$ cat src/rtl/mcr_pkg.sv
package mcr_pkg;
    localparam int NPORT = 7;

    typedef enum logic [2:0] {
        P_LOCAL = 3'd0,
        P_EAST  = 3'd1,
        P_WEST  = 3'd2,
        P_NORTH = 3'd3,
        P_SOUTH = 3'd4,
        P_UP    = 3'd5,
        P_DOWN  = 3'd6
    } port_e;

    localparam logic [NPORT-1:0] HORIZ_SET = (7'd1 << P_EAST)  | (7'd1 << P_WEST);
    localparam logic [NPORT-1:0] VERT_SET  = (7'd1 << P_NORTH) | (7'd1 << P_SOUTH);

    // isolates the lowest set bit; zero stays zero
    function automatic logic [NPORT-1:0] lowest_bit(input logic [NPORT-1:0] v);
        return v & (~v + 7'd1);
    endfunction
endpackage

$ cat src/rtl/mcr_dest_resolve.sv
module mcr_dest_resolve
    import mcr_pkg::*;
(
    input  logic [NPORT-1:0] cand,
    input  logic             flag_in,
    output logic [NPORT-1:0] port_oh,
    output logic             ambig
);
    logic             has_h;
    logic             has_v;
    logic [NPORT-1:0] pick;

    always_comb begin
        has_h = |(cand & HORIZ_SET);
        has_v = |(cand & VERT_SET);
        ambig = has_h & has_v;
        if (ambig) begin
            pick = flag_in ? (cand & VERT_SET) : (cand & HORIZ_SET);
        end else begin
            pick = cand;
        end
        port_oh = lowest_bit(pick);
    end
endmodule

$ cat src/rtl/mcr_group_build.sv
module mcr_group_build
    import mcr_pkg::*;
#(
    parameter int NUM_DEST = 4
) (
    input  logic [NUM_DEST*NPORT-1:0] port_oh_all,
    output logic [NPORT*NUM_DEST-1:0] grp,
    output logic [NPORT-1:0]          pend
);
    for (genvar p = 0; p < NPORT; p++) begin : g_port
        for (genvar i = 0; i < NUM_DEST; i++) begin : g_dest
            assign grp[p*NUM_DEST + i] = port_oh_all[i*NPORT + p];
        end
        assign pend[p] = |grp[p*NUM_DEST +: NUM_DEST];
    end
endmodule

$ cat src/rtl/mcr_port_pick.sv
module mcr_port_pick
    import mcr_pkg::*;
#(
    parameter int NUM_DEST = 4
) (
    input  logic [NPORT-1:0]          pend,
    input  logic [NPORT*NUM_DEST-1:0] grp,
    output logic [NPORT-1:0]          sel,
    output logic [NUM_DEST-1:0]       dmask
);
    always_comb begin
        sel   = lowest_bit(pend);
        dmask = '0;
        for (int p = 0; p < NPORT; p++) begin
            if (sel[p]) begin
                dmask = dmask | grp[p*NUM_DEST +: NUM_DEST];
            end
        end
    end
endmodule

$ cat src/rtl/mcr_split_recombine.sv
module mcr_split_recombine
    import mcr_pkg::*;
#(
    parameter int NUM_DEST = 4,
    parameter int ADDR_W   = 6,
    parameter int DATA_W   = 32
) (
    input  logic                       clk,
    input  logic                       rst_n,
    input  logic                       req_valid,
    output logic                       req_ready,
    input  logic [DATA_W-1:0]          req_data,
    input  logic [NUM_DEST*ADDR_W-1:0] req_addr,
    input  logic [NUM_DEST*NPORT-1:0]  req_cand,
    output logic                       sp_valid,
    input  logic                       sp_ready,
    output logic [NPORT-1:0]           sp_port,
    output logic [NUM_DEST-1:0]        sp_dmask,
    output logic [NUM_DEST*ADDR_W-1:0] sp_addr,
    output logic [DATA_W-1:0]          sp_data
);
    localparam int ADDR_ALL = NUM_DEST * ADDR_W;
    localparam int GRP_W    = NPORT * NUM_DEST;

    typedef struct packed {
        logic                flag;
        logic [NPORT-1:0]    pend;
        logic [DATA_W-1:0]   data;
        logic [ADDR_ALL-1:0] addr;
        logic [GRP_W-1:0]    grp;
    } state_t;

    state_t st_d, st_q;

    logic [NUM_DEST:0]         flag_chain;
    logic [NUM_DEST-1:0]       ambig;
    logic [NUM_DEST*NPORT-1:0] port_oh_all;
    logic [GRP_W-1:0]          new_grp;
    logic [NPORT-1:0]          new_pend;
    logic [NPORT-1:0]          sel;
    logic [NUM_DEST-1:0]       dmask;
    logic                      busy;
    logic                      accept;

    // settle every destination; the flag ripples through in index order
    assign flag_chain[0] = st_q.flag;
    for (genvar i = 0; i < NUM_DEST; i++) begin : g_res
        mcr_dest_resolve u_res (
            .cand    (req_cand[i*NPORT +: NPORT]),
            .flag_in (flag_chain[i]),
            .port_oh (port_oh_all[i*NPORT +: NPORT]),
            .ambig   (ambig[i])
        );
        assign flag_chain[i+1] = flag_chain[i] ^ ambig[i];
    end

    mcr_group_build #(.NUM_DEST(NUM_DEST)) u_grp (
        .port_oh_all (port_oh_all),
        .grp         (new_grp),
        .pend        (new_pend)
    );

    mcr_port_pick #(.NUM_DEST(NUM_DEST)) u_pick (
        .pend  (st_q.pend),
        .grp   (st_q.grp),
        .sel   (sel),
        .dmask (dmask)
    );

    assign busy   = |st_q.pend;
    assign accept = req_valid & ~busy;

    always_comb begin
        st_d = st_q;
        if (busy && sp_ready) begin
            st_d.pend = st_q.pend & ~sel;
        end
        if (accept) begin
            st_d.flag = flag_chain[NUM_DEST];
            st_d.pend = new_pend;
            st_d.data = req_data;
            st_d.addr = req_addr;
            st_d.grp  = new_grp;
        end
    end

    always_ff @(posedge clk) begin
        if (!rst_n) begin
            st_q <= '0;
        end else begin
            st_q <= st_d;
        end
    end

    assign req_ready = ~busy;
    assign sp_valid  = busy;
    assign sp_port   = sel;
    assign sp_dmask  = dmask;
    assign sp_data   = st_q.data;

    for (genvar i = 0; i < NUM_DEST; i++) begin : g_lane
        assign sp_addr[i*ADDR_W +: ADDR_W] = dmask[i] ? st_q.addr[i*ADDR_W +: ADDR_W] : '0;
    end


    port_onehot_chk: assert property (@(posedge clk) disable iff (!rst_n)
        sp_valid |-> $countones(sp_port) == 1);


    nonempty_group_chk: assert property (@(posedge clk) disable iff (!rst_n)
        sp_valid |-> sp_dmask != '0);


    stall_hold_chk: assert property (@(posedge clk) disable iff (!rst_n)
        (sp_valid && !sp_ready) |=> (sp_valid && $stable(sp_port) && $stable(sp_dmask)
                                     && $stable(sp_data) && $stable(sp_addr)));


    port_order_chk: assert property (@(posedge clk) disable iff (!rst_n)
        (sp_valid && $past(sp_valid && sp_ready)) |-> (sp_port > $past(sp_port)));


    flag_idle_chk: assert property (@(posedge clk) disable iff (!rst_n)
        !(req_valid && req_ready) |=> $stable(st_q.flag));


    drop_idle_chk: assert property (@(posedge clk) disable iff (!rst_n)
        (req_valid && req_ready && req_cand == '0) |=> (req_ready && !sp_valid));
endmodule

$ cat config.mk
export PLATFORM = sky130hd
export DESIGN_NAME = mcr_split_recombine
export DESIGN_NICKNAME = d
export VERILOG_FILES = /design/src/rtl/mcr_pkg.sv /design/src/rtl/mcr_dest_resolve.sv /design/src/rtl/mcr_group_build.sv /design/src/rtl/mcr_port_pick.sv /design/src/rtl/mcr_split_recombine.sv
export SDC_FILE = /design/constraint.sdc
export NUM_CORES = 1
export LEC_CHECK = 0
export ABC_CLOCK_PERIOD_IN_PS = 1900
export CORE_UTILIZATION = 41
export CTS_CLUSTER_SIZE = 8
export DETAILED_ROUTE_END_ITERATION = 10
export PLACE_DENSITY = 0.83
export SETUP_SLACK_MARGIN = 0.4
export SLEW_MARGIN = 10
export SYNTH_ARGS = -nofsm -noshare
export SYNTH_HDL_FRONTEND = slang
export SYNTH_SLANG_ARGS = --single-unit
$ cat constraint.sdc
create_clock -name clk -period 1.9 [get_ports clk]
set_input_delay 0.285 -clock clk [delete_from_list [all_inputs] [get_ports clk]]
set_output_delay 0.285 -clock clk [all_outputs]
set_load 0.02 [all_outputs]
==> results of run 1 <==
## layer usage
metal  wire, µm  up-vias  share of wire  track usage
met5          0        -              0            0
met4       2270        0          0.083        0.177
li1           -     2438              -            -
met2      12600      593           0.46        0.594
met3       3040      211           0.11       0.0699
met1       9360     2976           0.34        0.388
## cell families (layout without fill, tap and decap cells)
family	Yosys count	count (layout)	synth area share
DFF	92	92	0.415
buffers and inverters	79	324	0.0956
xor gates and xnor gates	3	3	0.0110
muxes	4	4	0.00931
AOI/OAI and AO/OA	139	139	0.196
and+or+nand+nor	265	265	0.273
## registers in the layout, summed over array words and instances (netlist names)
register and flops:
sp_data 32, st_q 59, flag_chain 1
## stage by stage
step	instances	hold slack (ns)	area (µm²)	utilization
after floorplan	582	0.421	4880	-
after global placement	886	0.441	6780	0.651
after detailed placement	886	0.447	6780	0.651
after CTS	948	0.456	8610	0.827
after global routing	963	0.461	9580	0.919
final	963	0.476	9580	0.919
## layout by cell type, fill, tap and decap left out, drive strengths merged, types with 2 or more instances in the layout
| master | count |
|---|---|
| and4 | 2 |
| or4b | 2 |
| nor3 | 6 |
| a221oi | 5 |
| o211ai | 5 |
| mux2i | 3 |
| nand2 | 136 |
| clkbuf | 18 |
| o22ai | 5 |
| and3 | 2 |
| nor3b | 2 |
| o2111a | 2 |
| bufinv | 2 |
| xor2 | 2 |
| nor2 | 53 |
| nand4b | 6 |
| a211oi | 2 |
| nand4 | 4 |
| inv | 13 |
| dlygate4sd2 | 40 |
| o21a | 3 |
| dfxtp | 92 |
| nand3 | 11 |
| buf | 170 |
| a21boi | 2 |
| a22oi | 12 |
| clkdlybuf4s50 | 79 |
| or2 | 2 |
| nor2b | 29 |
| and2 | 3 |
| o21ai | 9 |
| o2111ai | 3 |
| a41oi | 3 |
| a21oi | 82 |
## area by class of cell
type	count	area, µm²	share of cell area
timing repair buffer	295	3380	0.353
sequential	92	1860	0.195
clock inverter	4	72.6	0.00758
tap	136	170	0.0178
inverter	13	53.8	0.00562
multi-input combinational	411	3890	0.406
clock buffer	12	145	0.0152
## power breakdown
| group | internal, mW | leakage [nW] | switching (mW) |
|---|---|---|---|
| combinational | 2.93 | 3.14 | 3.00 |
| sequential | 2.21 | 0.755 | 0.358 |
| clock | 0.778 | 0.107 | 0.797 |
## worst reg2reg max path, cell delays in order, from the launching register on
cell	delay [ns]
dfxtp_2	0.35
buf_6	0.11
buf_6	0.12
nor3_4	0.16
buf_12	0.17
buf_8	0.11
nand4_1	0.16
buf_6	0.22
buf_12	0.16
a41oi_4	0.21
a21oi_1	0.07
nor2_1	0.25
## repair_timing
action                                  in CTS  in global routing
pin swaps                                  131                 92
endpoints found under the setup margin     161                129
setup buffers                               31                  8
cloned                                      15                  7
resized for setup                          495                203
## final timing paths
path / startpoint / to / slack, ns / cells after the start
setup / recovery: st_q[86] / sp_addr[8] / -0.43 / 7
hold / removal: req_addr[16] / st_q[44] / 0.48 / 3
setup reg to reg: st_q[86] / st_q[89] / -0.29 / 11
hold reg to reg: sp_data[31] / sp_data[31] / 0.49 / 2
==> flow_summary.yaml, run 1 <==
run_status:
  status: "complete, but fails checks"
  violations: "negative setup slack"
sta:
  worst_slack_ns: -0.434
  rsz0062_at_grt: "true"
  fin_worst_skew_ns: 0.0195
  slew_headroom: 0.564
  drv_slew: 0
  fin_crit_sh: 1.23
  setup_tns_ns: -20.07
  max_freq_mhz: 428
  finalSetupViolCount: 126
  tightest_slew_ns: 0.648
  period_minus_slack_ns: 2.33
  hold_violations: 0
setup_path:
  critPathRequiredTime_ns: 1.62
  path_cells: "nor2b_1 -> a22oi_1 -> nor2_1 -> a221oi_4 -> buf_12 -> nor2b_4 -> buf_6"
  cpMaxStageDelayCell: "dfxtp_2"
  slowest_delay_ns: 0.37
  crit_path_start_kind: "flop"
  cp.arrival_ns: 2.05
  end_kind: "output port"
  critical-path-top-delay-family: "simple AND/OR/NAND/NOR gates"
  crit_fanout: 7
  critPathBufInv: 2
  path_class: "reg2out"
yosys:
  synth_edf_count: 0
  yosysSeqAreaShare: 0.415
  synth_cell_types: 52
  synth_top_area_frac: 0.415
  synth_seq_cells: 92
  yosysWarningCount: 0
  netlist_instances: 582
  avgSynthCellArea_um2: 7.62
  synth-main-ff-cell: "dfxtp_1"
  syn-cell-area_um2: 4440
  syn-num-nets: 670
  yosysMostFrequentCell: "nand2_1"
  yosys.area.top_type: "dfxtp_1"
  synth_common_cells: "nand2_1 (136), dfxtp_1 (92), a21oi_1 (82)"
  synth.area.top_cells: "dfxtp_1 (42%), nand2_1 (12%), a21oi_1 (9.2%)"
  async_reset_ff_frac: 0
clock_tree:
  cts_buffer_depth: 2
  htreeDepth: 3
  root_buffer: "clkbuf_8"
  clock-sinks: 92
  clkLatencyLatePin_ns: 0.40
  cts.reportedPaths.clkPinSlew_ns: 0.10
  cts_hold_buffers: 0
  cts_tree: "yes"
  cts_buffers: 9
routing:
  drcViolationCount: 0
  wirelength_um: 27200
  vias: 6218
  vias_per_cell: 6.46
  ant_nets: 0
  drt_iter0_drc: 715
  first_pass_iters: 6
  avgRoutedWirePerCell_um: 28.3
global_routing:
  grt_overflow: 0
  grt_usage: 0.339
  grt_max_degree: 55
  grt_pass1_wl_um: 29400
  antenna_found_initial: 0
  grt_pass1_vias: 5490
place:
  gp_congestion: 0.919
  place_ws_ns: -0.476
  hpwl_um: 9970
  port_buffers: 156
power_and_ir_drop:
  totalPowerFinal_mw: 10.1
  peakVddDrop_uv: 668
  p_leak_nw: 4.00
  powerDensity_nw_per_um2: 1050
die:
  die_area_um2: 11200
  ios: 157
  start_util: 0.426
  fp.dieH_um: 106
  row_count: 37
  die_w_um: 106
  core_area_um2: 10400
job:
  max_cap_viol_count: 0
final_layout:
  nets: 910
  fill_cells: 291
  diodes: 0
  drive_above_1_share: 0.597
  synthToLayoutAreaGrowth_pct: 116
worst_hold_path:
  hp-class: "in2reg"
Note: power is estimated with default switching activity, not from simulation.
==> run 2, diff against run 1 <==
Settings changed: GPL_TIMING_DRIVEN set to 0.
==> flow_summary.yaml, run 2 (synthesis results as in run 1) <==
setup_path:
  r2r_cells: 11
  cpMaxStageDelayCell: "dfxtp_2"
  reg2reg_to: "flag_chain[0]"
  critPathRequiredTime_ns: 1.62
  path_cells: "buf_8 -> nor4b_4 -> buf_4 -> a22oi_2 -> o21ai_2 -> a221oi_4 -> buf_12 -> nor2b_4 -> buf_6"
  r2r_start: "st_q[85]"
  slowest_delay_ns: 0.36
  r2r_slack_ns: -0.31
  cp.arrival_ns: 2.03
  crit_fanout: 7
  path_class: "reg2out"
  startpoint: "st_q[88]"
  end_kind: "output port"
  crit_path_start_kind: "flop"
worst_hold_path:
  hold_depth: 3
  hold_start: "req_cand[1]"
  hold_end: "st_q[4]"
  hp-class: "in2reg"
clock_tree:
  clock-sinks: 92
  cts_buffer_depth: 2
  htreeDepth: 3
  cts_hold_buffers: 0
  cts_tree: "yes"
  cts.reportedPaths.clkPinSlew_ns: 0.11
  root_buffer: "clkbuf_8"
  clkLatencyLatePin_ns: 0.39
  cts_buffers: 9
routing:
  drt-met1-wl_um: 7610
  ant_nets: 0
  avgRoutedWirePerCell_um: 22.5
  vias_per_cell: 6.03
  vias: 5654
  drcViolationCount: 0
  met3WireLength_um: 1850
  first_pass_iters: 7
  drt_iter0_drc: 648
  topRoutingLayerUsed: "met4"
  wirelength_um: 21100
  routed-wl-met2_um: 10400
sta:
  fin_crit_sh: 1.22
  setup_tns_ns: -25.78
  tightest_slew_ns: 0.775
  max_freq_mhz: 433
  worst_slack_ns: -0.411
  period_minus_slack_ns: 2.31
  slew_headroom: 0.483
  drv_slew: 0
  fin_worst_skew_ns: 0.0222
  finalSetupViolCount: 124
  rsz0062_at_grt: "true"
  hold_violations: 0
global_routing:
  grt_overflow: 0
  grt_pass1_wl_um: 24700
  grt_usage: 0.281
  antenna_found_initial: 0
  grt_max_degree: 16
  grt_pass1_vias: 5047
die:
  row_count: 37
  die_w_um: 106
  start_util: 0.426
  core_area_um2: 10400
  ios: 157
  die_area_um2: 11200
  fp.dieH_um: 106
final_layout:
  diodes: 0
  fin_cells: 938
  drive_above_1_share: 0.475
  fin_util: 0.829
  final_common_cell: "dfxtp_1"
  largest_register_ffs: 59
  nets: 885
  fill_cells: 490
  mostFrequentLayoutCells: "dfxtp_1 (85), nand2_1 (80), clkdlybuf4s50_1 (79)"
  synthToLayoutAreaGrowth_pct: 94.6
  top_register: "st_q"
  stdcell_area_um2: 8630
power_and_ir_drop:
  powerDensity_nw_per_um2: 982
  peakVddDrop_uv: 574
  p_leak_nw: 3.81
  totalPowerFinal_mw: 8.48
run_status:
  violations: "negative setup slack"
  status: "complete, but fails checks"
place:
  postPlaceCellArea_um2: 6610
  port_buffers: 156
  hpwl_um: 10500
  gp_congestion: 0.910
  placed_cells: 874
job:
  max_cap_viol_count: 0
==> run 2: cell count changes in the layout (fill, tap and decap cells not counted), moves of 11 or more <==
cell	delta
nand2_1	+58
dlygate4sd2_1	-32
buf_4	-24
buf_12	-13
nand2_4	-49
a21oi_1	+11
a21oi_2	-12
dlymetal6s2s_1	+32
buf_16	-14
==> run 2: area by class of cell <==
type	count	area (µm²)	area share
flip-flops and latches	92	1860	0.215
clock inverters	5	35.0	0.00406
plain buffers	66	688	0.0797
well taps	136	170	0.0197
inverters	13	56.3	0.00652
multi-input cells	411	3370	0.391
clock buffers	11	151	0.0175
repair buffers	204	2300	0.267
==> run 2: through the flow <==
step	hold WS [ns]	setup slack [ns]
after global placement	0.443	-0.526
final	0.427	-0.411
after CTS	0.412	-0.365
after detailed placement	0.447	-0.562
after floorplan	0.421	0.168
after global routing	0.445	-0.475
==> run 2: timing repair <==
action / 4_1_cts / 5_1_grt
setup endpoints to repair: 161 / 160
pin swaps: 21 / 41
resized for setup: 342 / 214
cloned: 4 / 10
buffers inserted: 28 / 6
==> run 2: power breakdown <==
part	total (mW)	internal, mW	switching (mW)
clock network	1.33	0.551	0.780
registers	2.51	2.21	0.304
logic	4.64	2.32	2.31
total	8.48	5.08	3.40
==> run 2: worst max-delay path, delay by kind of cell (launching register included) <==
kind | cells | cell delay, ns
simple gates | 2 | 0.11
compound gates | 3 | 0.56
flops | 1 | 0.36
buf+inv | 4 | 0.60
==> run 2: layer usage <==
layer  vias up  global-route usage
li1       2403                   -
met1      2711               0.313
met2       404               0.501
met3       136              0.0632
met4         0               0.141
met5         -              0.0143
==> run 2: worst max path at each step <==
stage                        to  slack (ns)  cells past startpoint
finish              sp_addr[14]       -0.41                      9
global route         sp_addr[7]       -0.48                      9
CTS                 sp_addr[12]       -0.36                      9
detailed placement  sp_addr[23]       -0.56                      7
global placement    sp_addr[23]       -0.53                      5
floorplan            sp_addr[0]        0.17                      6
==> run 3, diff against run 2 <==
Settings changed: ABC_CLOCK_PERIOD_IN_PS 1900 to not set, PLACE_DENSITY 0.83 to 0.77.
==> flow_summary.yaml, run 3 (synthesis results as in run 1) <==
setup_path:
  critical-path-top-delay-family: "buffers and inverters"
  path_cells: "buf_8 -> nor4b_4 -> buf_6 -> a22oi_2 -> o21ai_2 -> a221oi_4 -> buf_12 -> nor2b_2 -> buf_6"
  cp.arrival_ns: 1.93
  crit_fanout: 7
  crit_path_start_kind: "flop"
  cpMaxStageDelayCell: "dfxtp_2"
  slowest_delay_ns: 0.34
  r2r_cells: 6
  end_kind: "output port"
  cp_num_cells: 9
  path_class: "reg2out"
  critPathBufInv: 4
  crit_top_cell: "buf_6"
  critPathRequiredTime_ns: 1.62
routing:
  vias_per_cell: 5.59
  drt_iter0_drc: 411
  drcViolationCount: 0
  vias: 5148
  first_pass_iters: 6
  avgRoutedWirePerCell_um: 18.0
  ant_nets: 0
  wirelength_um: 16600
clock_tree:
  cts.reportedPaths.clkPinSlew_ns: 0.09
  clkLatencyLatePin_ns: 0.37
  cts_buffer_depth: 2
  cts_hold_buffers: 0
  cts_tree: "yes"
  cts_buffers: 9
  clock-sinks: 92
  root_buffer: "clkbuf_8"
  htreeDepth: 3
final_layout:
  drive_above_1_share: 0.439
  fill_cells: 661
  regArea_um2: 1860
  largest_register_ffs: 59
  top_register: "st_q"
  fin_util: 0.783
  final_common_cell: "nand2_1"
  synthToLayoutAreaGrowth_pct: 83.8
  diodes: 0
  multi_input_area_um2: 3220
  mostFrequentLayoutCells: "nand2_1 (99), dfxtp_1 (85), clkdlybuf4s50_1 (75)"
  nets: 868
die:
  ios: 157
  die_area_um2: 11200
  die_w_um: 106
  core_area_um2: 10400
  start_util: 0.426
  fp.dieH_um: 106
  row_count: 37
sta:
  rsz0062_at_grt: "true"
  fin_worst_skew_ns: 0.00978
  worst_slack_ns: -0.315
  max_freq_mhz: 452
  fin_crit_sh: 1.17
  hold_violations: 0
  finalSetupViolCount: 31
  tightest_slew_ns: 0.721
  drv_slew: 0
  setup_tns_ns: -8.42
  period_minus_slack_ns: 2.21
  slew_headroom: 0.520
global_routing:
  grt_pass1_vias: 4915
  antenna_found_initial: 0
  grt_usage: 0.275
  grt_pass1_wl_um: 24300
  grt_overflow: 0
  grt_max_degree: 16
job:
  max_cap_viol_count: 0
place:
  hpwl_um: 10600
  port_buffers: 156
  place_ws_ns: -0.598
  gp_congestion: 0.951
worst_hold_path:
  hp-class: "in2reg"
  hold_depth: 3
power_and_ir_drop:
  p_leak_nw: 3.28
  powerDensity_nw_per_um2: 958
  peakVddDrop_uv: 518
run_status:
  status: "complete, but fails checks"
  violations: "negative setup slack"
==> run 3: area by class of cell <==
class	count	area share
Buffer	66	0.0855
Clock buffer	10	0.0169
Clock inverter	6	0.0106
Inverter	13	0.00660
Multi-Input combinational cell	411	0.395
Sequential cell	92	0.228
Tap cell	136	0.0209
Timing Repair Buffer	187	0.236
==> run 3: final timing paths <==
kind,startpoint,to,slack (ns)
worst max-delay path,st_q[88],sp_addr[7],-0.31
worst min-delay path,req_cand[1],st_q[4],0.36
worst max register to register,st_q[85],st_q[88],0.07
worst min register to register,sp_data[28],sp_data[28],0.46
==> run 3: power breakdown <==
group	internal, mW	total, mW	switching, mW
sequential	2.21	2.39	0.184
clock	0.777	1.49	0.714
combinational	1.91	3.93	2.02
total	4.89	7.81	2.92
==> run 3: worst reg2reg max path, cell delays in order, from the launching register on <==
cell and delay [ns]:
dfxtp_4 0.37, buf_6 0.13, or4b_4 0.58, o21ai_4 0.19, nand2_2 0.09, a211oi_4 0.26
a221oi_2 0.08
==> run 3: per-stage QoR <==
stage               total power [mW]  cell area (µm²)  hold WS, ns  cells
floorplan                       4.18             4880        0.421    582
global placement                5.06             6610        0.442    874
detailed placement              5.13             6610        0.447    874
CTS                             7.23             7590        0.341    916
global route                    8.13             8150        0.369    921
finish                          7.81             8150        0.361    921
==> run 3: repair_timing <==
action                                  CTS  global route
gates cloned                              1             0
pin swaps                                25            24
endpoints found under the setup margin  161           128
setup buffers                            25             5
resized for setup                       381           135
==> run 3: routing by layer <==
layer	part of all wire	global-route usage	up-vias
li1	-	-	2354
met1	0.38	0.316	2452
met2	0.51	0.478	281
met3	0.074	0.0601	61
met4	0.039	0.141	0
met5	0	0	-
